--- config.mk ---
export PLATFORM = sky130hd
export DESIGN_NAME = ondelay_timer
export DESIGN_NICKNAME = d
export VERILOG_FILES = /design/src/rtl/ondelay_pkg.sv /design/src/rtl/ondelay_mode_sel.sv /design/src/rtl/ondelay_elapsed.sv /design/src/rtl/ondelay_fsm.sv /design/src/rtl/ondelay_timer.sv
export SDC_FILE = /design/constraint.sdc
export NUM_CORES = 1
export LEC_CHECK = 0
export ABC_AREA = 1
export BUFFER_PORTS_ARGS = -buffer_cell sky130_fd_sc_hd__buf_2
export CAP_MARGIN = 0
export CORE_MARGIN = 2
export CORE_UTILIZATION = 30
export CTS_BUF_LIST = sky130_fd_sc_hd__clkbuf_16
export DETAILED_ROUTE_END_ITERATION = 8
export GPL_ROUTABILITY_DRIVEN = 1
export GPL_TIMING_DRIVEN = 0
export MAX_ROUTING_LAYER = met4
export PLACE_DENSITY_LB_ADDON = 0.05
export SLEW_MARGIN = 30
export SYNTH_ARGS = -nofsm -noshare
export SYNTH_HDL_FRONTEND = slang
export SYNTH_SLANG_ARGS = --single-unit
--- constraint.sdc ---
create_clock -name clk_i -period 5.6 [get_ports clk_i]
set_clock_uncertainty 0.2 [all_clocks]
set_input_delay 1.12 -clock clk_i [delete_from_list [all_inputs] [get_ports clk_i]]
set_output_delay 1.12 -clock clk_i [all_outputs]
set_load 0.02 [all_outputs]
--- src/rtl/ondelay_pkg.sv ---
package ondelay_pkg;
   typedef enum logic [1:0] {
      TMR_IDLE = 2'd0,
      TMR_RUN  = 2'd1,
      TMR_FIRE = 2'd2
   } tmr_state_e;
endpackage

--- src/rtl/ondelay_mode_sel.sv ---
module ondelay_mode_sel #(
   parameter int ABSTRACT_EN = 1
) (
   input  logic abs_req_i,
   input  logic choice_req_i,
   output logic abs_o,
   output logic choice_o
);
   generate
      if (ABSTRACT_EN != 0) begin : g_abs_on
         assign abs_o    = abs_req_i;
         assign choice_o = choice_req_i;
      end else begin : g_abs_off
         logic unused_req;
         assign unused_req = abs_req_i ^ choice_req_i;
         assign abs_o      = 1'b0;
         assign choice_o   = 1'b0;
      end
   endgenerate
endmodule

--- src/rtl/ondelay_elapsed.sv ---
module ondelay_elapsed #(
   parameter int CNT_W = 16
) (
   input  logic             clk_i,
   input  logic             rst_i,
   input  logic             clr_i,
   input  logic             hold_i,
   input  logic             tick_i,
   input  logic [CNT_W-1:0] preset_i,
   output logic [CNT_W-1:0] et_o,
   output logic             reach_o
);
   logic [CNT_W-1:0] et_q;
   logic [CNT_W-1:0] et_nxt;
   logic             below;

   assign below = (et_q < preset_i);

   always_comb begin
      if (clr_i)
         et_nxt = '0;
      else if (!hold_i && tick_i && below)
         et_nxt = et_q + {{(CNT_W-1){1'b0}}, 1'b1};
      else
         et_nxt = et_q;
   end

   assign reach_o = (et_nxt >= preset_i);

   always_ff @(posedge clk_i) begin
      if (rst_i) et_q <= '0;
      else       et_q <= et_nxt;
   end

   assign et_o = et_q;
endmodule

--- src/rtl/ondelay_fsm.sv ---
module ondelay_fsm
   import ondelay_pkg::*;
(
   input  logic       clk_i,
   input  logic       rst_i,
   input  logic       in_i,
   input  logic       abs_i,
   input  logic       choice_i,
   input  logic       reach_i,
   output tmr_state_e state_o
);
   tmr_state_e st_q, st_nxt;

   always_comb begin
      st_nxt = st_q;
      if (!in_i) begin
         st_nxt = TMR_IDLE;
      end else begin
         unique case (st_q)
            TMR_FIRE: st_nxt = TMR_FIRE;
            TMR_IDLE: begin
               if (abs_i) st_nxt = TMR_RUN;
               else       st_nxt = reach_i ? TMR_FIRE : TMR_RUN;
            end
            TMR_RUN: begin
               if (abs_i) st_nxt = choice_i ? TMR_FIRE : TMR_RUN;
               else       st_nxt = reach_i ? TMR_FIRE : TMR_RUN;
            end
            default:  st_nxt = TMR_IDLE;
         endcase
      end
   end

   always_ff @(posedge clk_i) begin
      if (rst_i) st_q <= TMR_IDLE;
      else       st_q <= st_nxt;
   end

   assign state_o = st_q;
endmodule

--- src/rtl/ondelay_timer.sv ---
module ondelay_timer
   import ondelay_pkg::*;
#(
   parameter int CNT_W       = 16,
   parameter int ABSTRACT_EN = 1
) (
   input  logic             clk_i,
   input  logic             rst_i,
   input  logic             in_i,
   input  logic             tick_i,
   input  logic [CNT_W-1:0] preset_i,
   input  logic             abstract_i,
   input  logic             choice_i,
   output logic             q_o,
   output logic [CNT_W-1:0] et_o,
   output logic [1:0]       state_o
);
   generate
      if (CNT_W < 1 || CNT_W > 32) begin : g_bad_width
         $error("ondelay_timer: CNT_W must lie in 1..32");
      end
      if (ABSTRACT_EN != 0 && ABSTRACT_EN != 1) begin : g_bad_abs
         $error("ondelay_timer: ABSTRACT_EN must be 0 or 1");
      end
   endgenerate

   logic       abs_eff;
   logic       choice_eff;
   logic       reach;
   tmr_state_e st;

   ondelay_mode_sel #(.ABSTRACT_EN(ABSTRACT_EN)) u_mode (
      .abs_req_i    (abstract_i),
      .choice_req_i (choice_i),
      .abs_o        (abs_eff),
      .choice_o     (choice_eff)
   );

   ondelay_elapsed #(.CNT_W(CNT_W)) u_elapsed (
      .clk_i    (clk_i),
      .rst_i    (rst_i),
      .clr_i    (!in_i || abs_eff),
      .hold_i   (st == TMR_FIRE),
      .tick_i   (tick_i),
      .preset_i (preset_i),
      .et_o     (et_o),
      .reach_o  (reach)
   );

   ondelay_fsm u_fsm (
      .clk_i    (clk_i),
      .rst_i    (rst_i),
      .in_i     (in_i),
      .abs_i    (abs_eff),
      .choice_i (choice_eff),
      .reach_i  (reach),
      .state_o  (st)
   );

   assign state_o = st;
   assign q_o     = (st == TMR_FIRE);
endmodule

==> summary.txt <==
Outcome
  – Status: completed

Logic synthesis
  – Gate Count Post-Synth: 316
  – Ys async rst share: 0
  – Top cell type by total area after synthesis: ha_1
  – Post-synth EDFFs: 0
  – Most frequent cell after synthesis: nand2_1
  – Top_reg_cell synth: dfxtp_1
  – Register area share after synthesis: 0.178
  – Most frequent cells after synthesis: nand2_1, inv_1, nor2_1
  – Synthesized area: 2030 µm²
  – Syn Nets: 370
  – Synth Area per Inst: 6.42 µm²
  – Synth area leaders: ha_1, dfxtp_1, nand2_1
  – Post-synthesis cell type count: 26
  – Post-synth top area share: 0.197
  – Yosys reg bits: 18
  – YS warnings: 0

Drt
  – Drt first pass iters: 4
  – Via-to-Cell Ratio: around 4.5
  – WL/cell: 12.3 µm
  – DR iter-0 viols: 80
  – DR DRC count: 0
  – Drt total wl: 5.37 mm
  – Vias: 1,959
  – Antenna-violating nets left: 0

Global routing
  – Gr usage total: 0.159
  – Largest net degree at the start of global routing: 11
  – Total global routing overflow: 0
  – Vias in the first global route: 1,857
  – Antenna violations before repair: 0
  – First-pass GRT wire length: 9.07 mm

Setup path
  – Crit-path max FO: 10
  – Worst setup SP type: primary input
  – Worst R2R Path Depth: 21
  – Slowest cell on crit path: nor4_1
  – CP Class: in -> reg
  – Worst R2R End: u_fsm.state_o[1]
  – Required @ worst endpoint: 5.61 ns
  – Crit-path most repeated cell: nand2_1
  – Worst r2r src: u_elapsed.et_o[5]
  – CP cell instances: buf_2, inv_1, ha_1, a21oi_1, nor2_1, nor3_1, nand2_2, nand2_4, nand2_4, buf_12, nand2_2, nand2_1, nand2_1, inv_1, ha_1, nand2_1, nor4_1, nand2_1, nand3_1, nand2_1, nand2_1, nand2_1, nand2_1
  – CP max stage delay: 0.37 ns
  – R2R setup slack: about 2.3 ns
  – Worst path arrival time: a little under 4 ns
  – Worst setup EP type: register

Timing
  – Slew Viols, Final: 0
  – Final hold viol count: 0
  – Finish-stage setup viols: 0
  – RSZ-0062 raised after global routing: false
  – Maximum clock rate: 0.259 GHz
  – Worst slew margin: 0.544
  – Worst slew pin tran: 0.682 ns
  – Final period util: 0.688
  – Post-layout min period: 3.86 ns
  – Setup TNS: 0 ns

Hold path
  – Hold Path Origin: u_fsm.state_o[1]
  – Hold path cells: 3
  – Min-delay worst type: reg -> reg
  – Worst Hold End: u_fsm.state_o[0]

Clock tree
  – Clk_lat worst skew: between 0.2 and 0.3 ns
  – Reg clk slew, reported paths: around 0.060 ns
  – Max clock buf depth: 2
  – Clk sinks: 18
  – CTS tree: done
  – Post-CTS Setup Repair Bufs: 0
  – Cts hold-fix bufs: 0
  – H-tree levels: 1
  – Clock root cell: clkbuf_16
  – CTS-repair resized insts: 0
  – CTS Buf Count: 3

Floorplanning
  – Die width: about 86 µm
  – Row Count: 29
  – Initial Util: 0.314
  – Die Span Y: 86.3 µm
  – CORE AREA: 6460 µm²
  – Overall die area: 7440 µm²
  – Ports: 41

Power and ir drop
  – P per Cell Area: about 140 nW/µm²
  – Total power: 0.335 mW
  – Maximum vdd drop: roughly 130 µV
  – Leakage Power: roughly 1.5 nW

Placed design
  – Final Wtd Congestion: 0.871
  – Placed cell count: 432
  – Port buffer count: 39
  – Final HPWL from detailed placement: 4.38 mm

Job
  – Max-cap violations: 0

Layout
  – # diodes: 0
  – Nets: 414
  – Layout cell share with drive strength beyond 1: 0.181
  – Final std cells w/o fill: 436
  – Area grow syn2layout: 18.2%
## how the worst max path moves through the flow
stage                           start                to  slack (ns)
after floorplan           preset_i[5]  u_fsm.state_o[0]        1.94
final                     preset_i[5]  u_fsm.state_o[1]        1.74
after detailed placement  preset_i[5]  u_fsm.state_o[1]        1.48
after global routing      preset_i[5]  u_fsm.state_o[1]        1.48
after global placement    preset_i[5]  u_fsm.state_o[1]        1.49
after CTS                 preset_i[5]  u_fsm.state_o[1]        1.73
## cell usage in the layout, fill, tap and decap left out
| master | count |
|---|---|
| nand3b_1 | 1 |
| inv_2 | 2 |
| nor4_1 | 1 |
| o21ai_0 | 3 |
| clkinv_1 | 1 |
| nand2_2 | 10 |
| nor3_2 | 1 |
| a21oi_1 | 13 |
| buf_12 | 1 |
| o21bai_1 | 1 |
| nor2_1 | 37 |
| nand2_1 | 89 |
| nand3_2 | 1 |
| xor2_1 | 8 |
| ha_1 | 32 |
| o21a_1 | 1 |
| xnor2_1 | 4 |
| nor3_1 | 5 |
| or2_1 | 1 |
| nand2_4 | 2 |
| buf_6 | 2 |
| inv_1 | 50 |
| nand4_1 | 4 |
| dfxtp_1 | 18 |
| clkbuf_8 | 3 |
| buf_2 | 39 |
| nor3_4 | 1 |
| clkbuf_16 | 3 |
| nand3_1 | 25 |
## stage by stage
stage,util,hold WS (ns),cell area (µm²),worst slack (ns)
4_1_cts,0.372,0.335,2400,1.73
3_5_place_dp,0.359,0.324,2320,1.48
2_1_floorplan,-,0.409,2030,1.94
6_report,0.372,0.331,2400,1.74
5_1_grt,0.372,0.376,2400,1.48
3_3_place_gp,0.359,0.314,2320,1.49
## worst max-delay path, delay by kind of cell
family / cells / cell delay [ns]
and+or+nand+nor: 16 / 1.62
adders and majority gates: 2 / 0.58
buffers and inverters: 4 / 0.35
AOI/OAI and AO/OA: 1 / 0.18
## layout make-up
| type | count | area (µm²) |
|---|---|---|
| fillers | 748 | 4060 |
| multi-input cells | 240 | 1390 |
| flip-flops and latches | 18 | 360 |
| repair buffers | 39 | 195 |
| inverters | 52 | 195 |
| well taps | 77 | 96.3 |
| plain buffers | 6 | 83.8 |
| clock buffers | 3 | 75.1 |
| clock inverters | 1 | 3.75 |
## layer usage
metal | GRT usage | share of wire | vias up
li1 | - | - | 1078
met1 | 0.229 | 0.51 | 844
met2 | 0.244 | 0.44 | 35
met3 | 0.0229 | 0.045 | 2
met4 | 0.0213 | 0.0043 | 0
met5 | - | 0 | -
## state kept, by name, summed over array words and instances, names as in the netlist
| name | count |
|---|---|
| u_elapsed.et_o | 16 |
| u_fsm.state_o | 2 |
## cell families after synthesis
| family | count (synthesis) | synth area share |
|---|---|---|
| buffers and inverters | 58 | 0.137 |
| AO/OA/AOI/OAI | 18 | 0.0469 |
| XOR/XNOR | 12 | 0.0518 |
| adder cells (fa/ha/maj) | 32 | 0.197 |
| flip-flops | 18 | 0.178 |
| AND/OR/NAND/NOR | 178 | 0.389 |
## where the power goes
group / leakage (nW) / internal [mW] / switching [mW]
Combinational: 1.27 / 0.0200 / 0.0300
Clock: 0.0385 / 0.0954 / 0.0595
Sequential: 0.145 / 0.129 / 0.000988
No activity file was read; power rests on OpenSTA's default activity.
